`src/rtl/snp_pkg.sv`:
```
package snp_pkg;

    typedef struct packed {
        logic valid;
        logic dirty;
        logic shared;
    } line_flags_t;

    localparam logic [3:0] KIND_RD_ONCE   = 4'b0000;
    localparam logic [3:0] KIND_RD_SHARED = 4'b0001;
    localparam logic [3:0] KIND_RD_UNIQUE = 4'b0111;
    localparam logic [3:0] KIND_CLN_INV   = 4'b1001;

    typedef enum logic [2:0] {
        ST_IDLE,
        ST_HOLD,
        ST_WAIT_TAG,
        ST_INVAL,
        ST_MK_SHARED,
        ST_SEND_RSP
    } snp_state_t;

    function automatic logic kind_supported(input logic [3:0] k);
        return (k == KIND_RD_ONCE) || (k == KIND_RD_SHARED) ||
               (k == KIND_RD_UNIQUE) || (k == KIND_CLN_INV);
    endfunction

endpackage

```
`src/rtl/snp_decode.sv`:
```
module snp_decode
    import snp_pkg::*;
(
    input  logic [3:0]  kind_i,
    input  line_flags_t flags_i,
    output logic        supported_o,
    output logic        fwd_o,
    output logic        to_shared_o,
    output logic        to_inval_o,
    output line_flags_t new_flags_o,
    output logic        rsp_dirty_o,
    output logic        rsp_shared_o
);
    logic hit;

    always_comb begin
        supported_o  = kind_supported(kind_i);
        hit          = supported_o && flags_i.valid;
        fwd_o        = 1'b0;
        to_shared_o  = 1'b0;
        to_inval_o   = 1'b0;
        new_flags_o  = flags_i;
        unique case (kind_i)
            KIND_RD_ONCE: begin
                fwd_o = hit;
            end
            KIND_RD_SHARED: begin
                fwd_o       = hit;
                to_shared_o = hit;
                new_flags_o = '{valid: 1'b1, dirty: flags_i.dirty, shared: 1'b1};
            end
            KIND_RD_UNIQUE: begin
                fwd_o       = hit;
                to_inval_o  = hit;
                new_flags_o = '0;
            end
            KIND_CLN_INV: begin
                fwd_o       = hit && flags_i.dirty;
                to_inval_o  = hit;
                new_flags_o = '0;
            end
            default: begin
                fwd_o = 1'b0;
            end
        endcase
        rsp_dirty_o  = fwd_o && flags_i.dirty;
        rsp_shared_o = hit && flags_i.shared;
    end

endmodule

```
`src/rtl/snp_line_guard.sv`:
```
module snp_line_guard #(
    parameter int AW = 8
) (
    input  logic          busy_i,
    input  logic [AW-1:0] busy_addr_i,
    input  logic [AW-1:0] addr_i,
    output logic          stall_o
);
    always_comb begin
        stall_o = busy_i && (busy_addr_i == addr_i);
    end
endmodule

```
`src/rtl/snoop_resp_ctrl.sv`:
```
module snoop_resp_ctrl
    import snp_pkg::*;
#(
    parameter int AW = 8,
    parameter int LW = 64
) (
    input  logic          clk_i,
    input  logic          rst_ni,
    input  logic          snp_valid_i,
    output logic          snp_ready_o,
    input  logic [AW-1:0] snp_addr_i,
    input  logic [3:0]    snp_kind_i,
    output logic          lk_req_o,
    output logic [AW-1:0] lk_addr_o,
    input  logic          lk_rvalid_i,
    input  logic          lk_hit_i,
    input  logic [2:0]    lk_flags_i,
    input  logic [LW-1:0] lk_data_i,
    input  logic          busy_i,
    input  logic [AW-1:0] busy_addr_i,
    output logic          upd_valid_o,
    output logic [AW-1:0] upd_addr_o,
    output logic [2:0]    upd_flags_o,
    output logic          rsp_valid_o,
    input  logic          rsp_ready_i,
    output logic          rsp_err_o,
    output logic          rsp_xfer_o,
    output logic          rsp_dirty_o,
    output logic          rsp_shared_o,
    output logic [LW-1:0] rsp_data_o
);
    snp_state_t    state_q, state_d;
    logic [AW-1:0] addr_q;
    logic [3:0]    kind_q;
    line_flags_t   flags_q;
    logic [LW-1:0] data_q;

    logic          accept;
    logic          stall;
    logic [AW-1:0] guard_addr;
    line_flags_t   dec_flags;
    line_flags_t   lk_flags;
    line_flags_t   new_flags;
    logic          dec_sup, dec_fwd, dec_to_shared, dec_to_inval;
    logic          dec_dirty, dec_shared;

    assign lk_flags   = line_flags_t'(lk_flags_i);
    assign accept     = snp_valid_i && (state_q == ST_IDLE);
    assign guard_addr = (state_q == ST_IDLE) ? snp_addr_i : addr_q;
    assign dec_flags  = (state_q == ST_WAIT_TAG) ? (lk_hit_i ? lk_flags : '0) : flags_q;

    snp_line_guard #(.AW(AW)) i_guard (
        .busy_i      (busy_i),
        .busy_addr_i (busy_addr_i),
        .addr_i      (guard_addr),
        .stall_o     (stall)
    );

    snp_decode i_decode (
        .kind_i       (kind_q),
        .flags_i      (dec_flags),
        .supported_o  (dec_sup),
        .fwd_o        (dec_fwd),
        .to_shared_o  (dec_to_shared),
        .to_inval_o   (dec_to_inval),
        .new_flags_o  (new_flags),
        .rsp_dirty_o  (dec_dirty),
        .rsp_shared_o (dec_shared)
    );

    // next state
    always_comb begin
        state_d = state_q;
        unique case (state_q)
            ST_IDLE: begin
                if (snp_valid_i) begin
                    if (!kind_supported(snp_kind_i)) state_d = ST_SEND_RSP;
                    else if (stall)                  state_d = ST_HOLD;
                    else                             state_d = ST_WAIT_TAG;
                end
            end
            ST_HOLD: begin
                if (!stall) state_d = ST_WAIT_TAG;
            end
            ST_WAIT_TAG: begin
                if (lk_rvalid_i) begin
                    if (dec_to_inval)       state_d = ST_INVAL;
                    else if (dec_to_shared) state_d = ST_MK_SHARED;
                    else                    state_d = ST_SEND_RSP;
                end
            end
            ST_INVAL:     state_d = ST_SEND_RSP;
            ST_MK_SHARED: state_d = ST_SEND_RSP;
            ST_SEND_RSP: begin
                if (rsp_ready_i) state_d = ST_IDLE;
            end
            default: state_d = ST_IDLE;
        endcase
    end

    // state and capture registers
    always_ff @(posedge clk_i or negedge rst_ni) begin
        if (!rst_ni) begin
            state_q <= ST_IDLE;
            addr_q  <= '0;
            kind_q  <= '0;
            flags_q <= '0;
            data_q  <= '0;
        end else begin
            state_q <= state_d;
            if (accept) begin
                addr_q  <= snp_addr_i;
                kind_q  <= snp_kind_i;
                flags_q <= '0;
                data_q  <= '0;
            end else if (state_q == ST_WAIT_TAG && lk_rvalid_i) begin
                flags_q <= lk_hit_i ? lk_flags : '0;
                data_q  <= lk_data_i;
            end
        end
    end

    // outputs
    always_comb begin
        snp_ready_o  = 1'b0;
        lk_req_o     = 1'b0;
        lk_addr_o    = addr_q;
        upd_valid_o  = 1'b0;
        upd_addr_o   = addr_q;
        upd_flags_o  = new_flags;
        rsp_valid_o  = 1'b0;
        rsp_err_o    = 1'b0;
        rsp_xfer_o   = 1'b0;
        rsp_dirty_o  = 1'b0;
        rsp_shared_o = 1'b0;
        rsp_data_o   = '0;
        unique case (state_q)
            ST_IDLE:      snp_ready_o = 1'b1;
            ST_HOLD:      ;
            ST_WAIT_TAG:  lk_req_o = 1'b1;
            ST_INVAL:     upd_valid_o = 1'b1;
            ST_MK_SHARED: upd_valid_o = 1'b1;
            ST_SEND_RSP: begin
                rsp_valid_o  = 1'b1;
                rsp_err_o    = !dec_sup;
                rsp_xfer_o   = dec_fwd;
                rsp_dirty_o  = dec_dirty;
                rsp_shared_o = dec_shared;
                rsp_data_o   = dec_fwd ? data_q : '0;
            end
            default: ;
        endcase
    end


    err_clean_chk: assert property (@(posedge clk_i) disable iff (!rst_ni)
        rsp_err_o |-> (!rsp_xfer_o && !rsp_dirty_o && !rsp_shared_o));


    lookup_exclusive_chk: assert property (@(posedge clk_i) disable iff (!rst_ni)
        lk_req_o |-> (!rsp_valid_o && !upd_valid_o && !snp_ready_o));


    upd_never_unique_valid_chk: assert property (@(posedge clk_i) disable iff (!rst_ni)
        upd_valid_o |-> (!upd_flags_o[2] || upd_flags_o[0]));


    busy_no_lookup_chk: assert property (@(posedge clk_i) disable iff (!rst_ni)
        (snp_valid_i && snp_ready_o && busy_i && busy_addr_i == snp_addr_i) |=> !lk_req_o);


    rsp_stable_chk: assert property (@(posedge clk_i) disable iff (!rst_ni)
        (rsp_valid_o && !rsp_ready_i) |=> (rsp_valid_o &&
            $stable({rsp_err_o, rsp_xfer_o, rsp_dirty_o, rsp_shared_o, rsp_data_o})));


    dirty_needs_xfer_chk: assert property (@(posedge clk_i) disable iff (!rst_ni)
        rsp_dirty_o |-> rsp_xfer_o);


    ready_idle_only_chk: assert property (@(posedge clk_i) disable iff (!rst_ni)
        rsp_valid_o |-> !snp_ready_o);


    return_after_hs_chk: assert property (@(posedge clk_i) disable iff (!rst_ni)
        (rsp_valid_o && rsp_ready_i) |=> (snp_ready_o && !rsp_valid_o));

endmodule

```
`config.mk`:
```
export PLATFORM = sky130hd
export DESIGN_NAME = snoop_resp_ctrl
export DESIGN_NICKNAME = d
export VERILOG_FILES = /design/src/rtl/snp_pkg.sv /design/src/rtl/snp_decode.sv /design/src/rtl/snp_line_guard.sv /design/src/rtl/snoop_resp_ctrl.sv
export SDC_FILE = /design/constraint.sdc
export NUM_CORES = 1
export LEC_CHECK = 0
export BUFFER_PORTS_ARGS = -buffer_cell sky130_fd_sc_hd__buf_2
export CAP_MARGIN = 40
export CORE_MARGIN = 5
export CORE_UTILIZATION = 50
export DETAILED_ROUTE_END_ITERATION = 6
export GPL_ROUTABILITY_DRIVEN = 1
export GPL_TIMING_DRIVEN = 0
export PLACE_DENSITY = 0.85
export SETUP_SLACK_MARGIN = 0.1
export SYNTH_ARGS = -nofsm -noshare
export SYNTH_HDL_FRONTEND = slang
export SYNTH_SLANG_ARGS = --single-unit
```
`constraint.sdc`:
```
create_clock -name clk_i -period 5.4 [get_ports clk_i]
set_input_delay 1.08 -clock clk_i [delete_from_list [all_inputs] [get_ports clk_i]]
set_output_delay 1.08 -clock clk_i [all_outputs]
set_load 0.1 [all_outputs]
```
==> summary.log <==
qor: drt.drtIter0Drc 109
qor: place.dpl_hpwl 8.48 mm
qor: synth.synth_cell_types 50
qor: sta.finalHoldViolations 0
qor: synth.ys_async_sr_fraction 100%
qor: clock_tree.htree_levels 3
qor: clock_tree.postCtsResizedCells 0
qor: setup_path.critical_path_required 4.32 ns
qor: clock_tree.ctsHoldBuffers 0
qor: global_route.grt_first_pass_wirelength 17.6 mm
qor: floorplan.io_pins 185
qor: sta.final_critical_path_setup_slack 1.41 ns
qor: floorplan.std_cell_rows 32
qor: synth.synthesis.instances 371
qor: sta.worst-slew-pin-transition 0.500 ns
qor: power_and_ir_drop.power.density 569 mW/mm²
qor: clock_tree.clock_tree.root_cell sky130_fd_sc_hd__clkbuf_8
qor: setup_path.worstReg2RegStart state_q[1]
qor: clock_tree.cts_buffer_count 9
qor: synth.yosys_reg_bits 82
qor: sta.finalWorstPathRequiredPeriod 3.99 ns
qor: sta.max_freq 250 MHz
qor: global_route.global_route.overflow_total 0
qor: power_and_ir_drop.static-leakage-power 2.93 nW
qor: sta.final_max_slew_viol_count 0
qor: setup_path.timing.critical_path.fanout_max 10
qor: place.placement.io_buffers 184
qor: synth.synth_sequential_area_ratio 50.9%
qor: sta.timing.slew.headroom 66.7%
qor: setup_path.crit_start kind_q[3]
qor: clock_tree.tritoncts yes
qor: job.drv_cap 0
qor: place.dp_slack 1.44 ns
qor: final_layout.final_net_count 661
qor: sta.final.setup.tns 0 ns
qor: hold_path.critical_hold_path_startpoint data_q[23]
qor: final_layout.final_layout_size_suffix_gt1_share 41.8%
qor: outcome.run_status complete, no violations
qor: setup_path.worst_setup_path_start_kind register
qor: place.placedInstanceArea 0.00510 mm²
qor: synth.mappedNetlistArea 0.00403 mm²
qor: synth.nets_in_the_synthesized_netlist 465
qor: drt.drc_errors 0
qor: synth.synth_top_flop_cell sky130_fd_sc_hd__dfrtp_1
qor: place.numPlacedInstances 658
qor: synth.postSynthAreaPerCell 10.9 µm²
qor: final_layout.stdcell_area 0.00531 mm²
qor: setup_path.slowest_stage sky130_fd_sc_hd__dfrtp_1
qor: global_route.grt_antenna_before_repair 0
qor: power_and_ir_drop.irDropWorstVdd 0.399 mV
qor: drt.drt_first_pass_iters 4
qor: sta.setup_viol_count_final 0
qor: sta.period_share 74.0%
qor: floorplan.die_w 99.8 µm
qor: synth.yosysWarningCount 0
qor: clock_tree.clkSlewWorstSetupHoldPaths 0.07 ns
qor: setup_path.crit_path_end_kind output pin
qor: drt.final_antenna_net_count 0
qor: sta.rsz0062_at_grt false
qor: place.place_congestion 0.913
qor: clock_tree.clock_sinks 82
qor: setup_path.path_buf_inv 3
qor: final_layout.antenna_cells 0
qor: global_route.largest_net_degree_at_the_start_of_global_routing 46
qor: setup_path.timing.critical_path.arrival 2.91 ns
qor: clock_tree.clkLatencyLatePin 0.34 ns
qor: clock_tree.clockBufferDepth 2
qor: hold_path.min-delay-path-class reg -> reg
qor: global_route.grtUsageTotal 22.0%
qor: final_layout.synthesis_to_finish_area_growth 31.6%
qor: clock_tree.post-cts-setup-buffer-count 0
qor: drt.route.detailed.vias_per_inst 5.29
qor: drt.wl_final 11.1 mm
qor: setup_path.crit_path_max_incr_delay 0.43 ns
qor: synth.synth_edf_count 0
qor: sta.fin_skew 0.0159 ns
qor: floorplan.floorplan.die.height 99.8 µm
qor: final_layout.utilization 67.9%
qor: floorplan.fp.dieArea 0.00996 mm²
qor: drt.wl_per_cell 16.5 µm
qor: setup_path.crit_path_cell_trace and3b_1 > o21ai_0 > o31ai_1 > nand3_1 > a21oi_1 > clkbuf_2 > clkbuf_1 > and2_1 > buf_2
qor: global_route.first_global_vias 3568
qor: floorplan.start_util 51.6%
qor: final_layout.final_cell_count_no_fill 672
qor: floorplan.design.core.area 0.00781 mm²
qor: drt.vias 3556
qor: setup_path.path_delay_family buffers and inverters
qor: setup_path.criticalPathCategory reg -> out
## layer usage
| layer | GRT usage [%] | part of all wire (%) |
|---|---|---|
| met5 | 0 | 0 |
| met4 | 6.93 | 1.9 |
| met3 | 5.21 | 6.5 |
| met2 | 37.7 | 51 |
| met1 | 27.5 | 41 |
## synthesized netlist by cell type (all sizes together) (2+ instances only)
library cell	number	share of area, %
nor2	13	1.2
a21oi	11	1.4
inv	13	1.3
o21a	3	0.56
o221ai	3	0.96
a22o	64	14
dfrtp	82	51
and2	65	10
buf	21	3.8
and3	4	0.62
nand2	15	1.5
a31oi	2	0.31
o21ai	16	2.0
clkbuf	15	1.4
nor3	5	0.62
or3	2	0.43
a32o	3	0.74
nand3b	3	0.87
nor2b	3	0.47
mux2	9	2.5
## metrics by stage
stage | power [mW] | hold WS (ns)
CTS | 3.03 | 0.499
floorplan | 2.25 | 0.458
global route | 3.17 | 0.505
detailed placement | 2.56 | 0.474
global placement | 2.51 | 0.473
finish | 3.02 | 0.493
## worst paths after layout
check,cells past startpoint,to,slack (ns)
max,9,rsp_data_o[19],1.41
min in group asynchronous,1,data_q[24],0.71
max reg2reg,9,data_q[62],3.17
min,1,data_q[23],0.49
min reg2reg,1,data_q[23],0.49
max in group asynchronous,2,data_q[17],4.09
## flip-flops by register name (all words and copies together), names as in the netlist
signal     flops
state_q        3
data_q        64
kind_q         4
flags_q        3
lk_addr_o      8
## report_power, final
group	switching (mW)	leakage (nW)	internal [mW]
clock	0.215	0.105	0.256
sequential	0.141	1.10	0.825
combinational	1.10	1.73	0.481
## cell usage in the layout, fill, tap and decap left out, types with 2 or more instances in the layout
master,instances
sky130_fd_sc_hd__buf_2,192
sky130_fd_sc_hd__dfrtp_1,82
sky130_fd_sc_hd__and2_1,65
sky130_fd_sc_hd__a22o_1,64
sky130_fd_sc_hd__o21ai_0,15
sky130_fd_sc_hd__nand2_1,14
sky130_fd_sc_hd__clkbuf_1,14
sky130_fd_sc_hd__nor2_1,13
sky130_fd_sc_hd__inv_1,11
sky130_fd_sc_hd__a21oi_1,11
sky130_fd_sc_hd__buf_4,10
sky130_fd_sc_hd__mux2_2,9
sky130_fd_sc_hd__clkbuf_8,9
sky130_fd_sc_hd__nor3_1,5
sky130_fd_sc_hd__and3_1,4
sky130_fd_sc_hd__o21a_1,3
sky130_fd_sc_hd__nor2b_1,3
sky130_fd_sc_hd__a32o_1,3
sky130_fd_sc_hd__buf_6,2
sky130_fd_sc_hd__inv_6,2
sky130_fd_sc_hd__buf_12,2
sky130_fd_sc_hd__nand3b_1,2
sky130_fd_sc_hd__o221ai_2,2
sky130_fd_sc_hd__a31oi_1,2
sky130_fd_sc_hd__bufinv_16,2
sky130_fd_sc_hd__clkinv_2,2
## kinds of logic (layout without fill, tap and decap cells)
group	Yosys count	count (layout)	share of synthesized area (%)
AND/OR/NAND/NOR	116	116	16.8
AO/OA/AOI/OAI	113	113	22.7
flip-flops	82	82	50.9
buffers and inverters	49	248	6.61
multiplexers	9	9	2.51
XOR/XNOR	2	2	0.435
## worst register-to-register path: stages (launching register included)
cell and delay, ns:
sky130_fd_sc_hd__dfrtp_1 0.39, sky130_fd_sc_hd__buf_2 0.19, sky130_fd_sc_hd__nand3b_4 0.12, sky130_fd_sc_hd__inv_2 0.06, sky130_fd_sc_hd__and2_1 0.15, sky130_fd_sc_hd__clkbuf_1 0.16, sky130_fd_sc_hd__a21oi_1 0.35, sky130_fd_sc_hd__buf_2 0.31
sky130_fd_sc_hd__buf_2 0.26, sky130_fd_sc_hd__a22o_1 0.17
## area by class of cell
class / instances / area (µm²)
Sequential cell: 82 / 2050
Clock buffer: 9 / 124
Tap cell: 102 / 128
Inverter: 13 / 53.8
Buffer: 36 / 213
Multi-Input combinational cell: 240 / 1710
Clock inverter: 5 / 78.8
Fill cell: 626 / 2500
Timing Repair Buffer: 185 / 943
(Power assumes the default switching activity.)
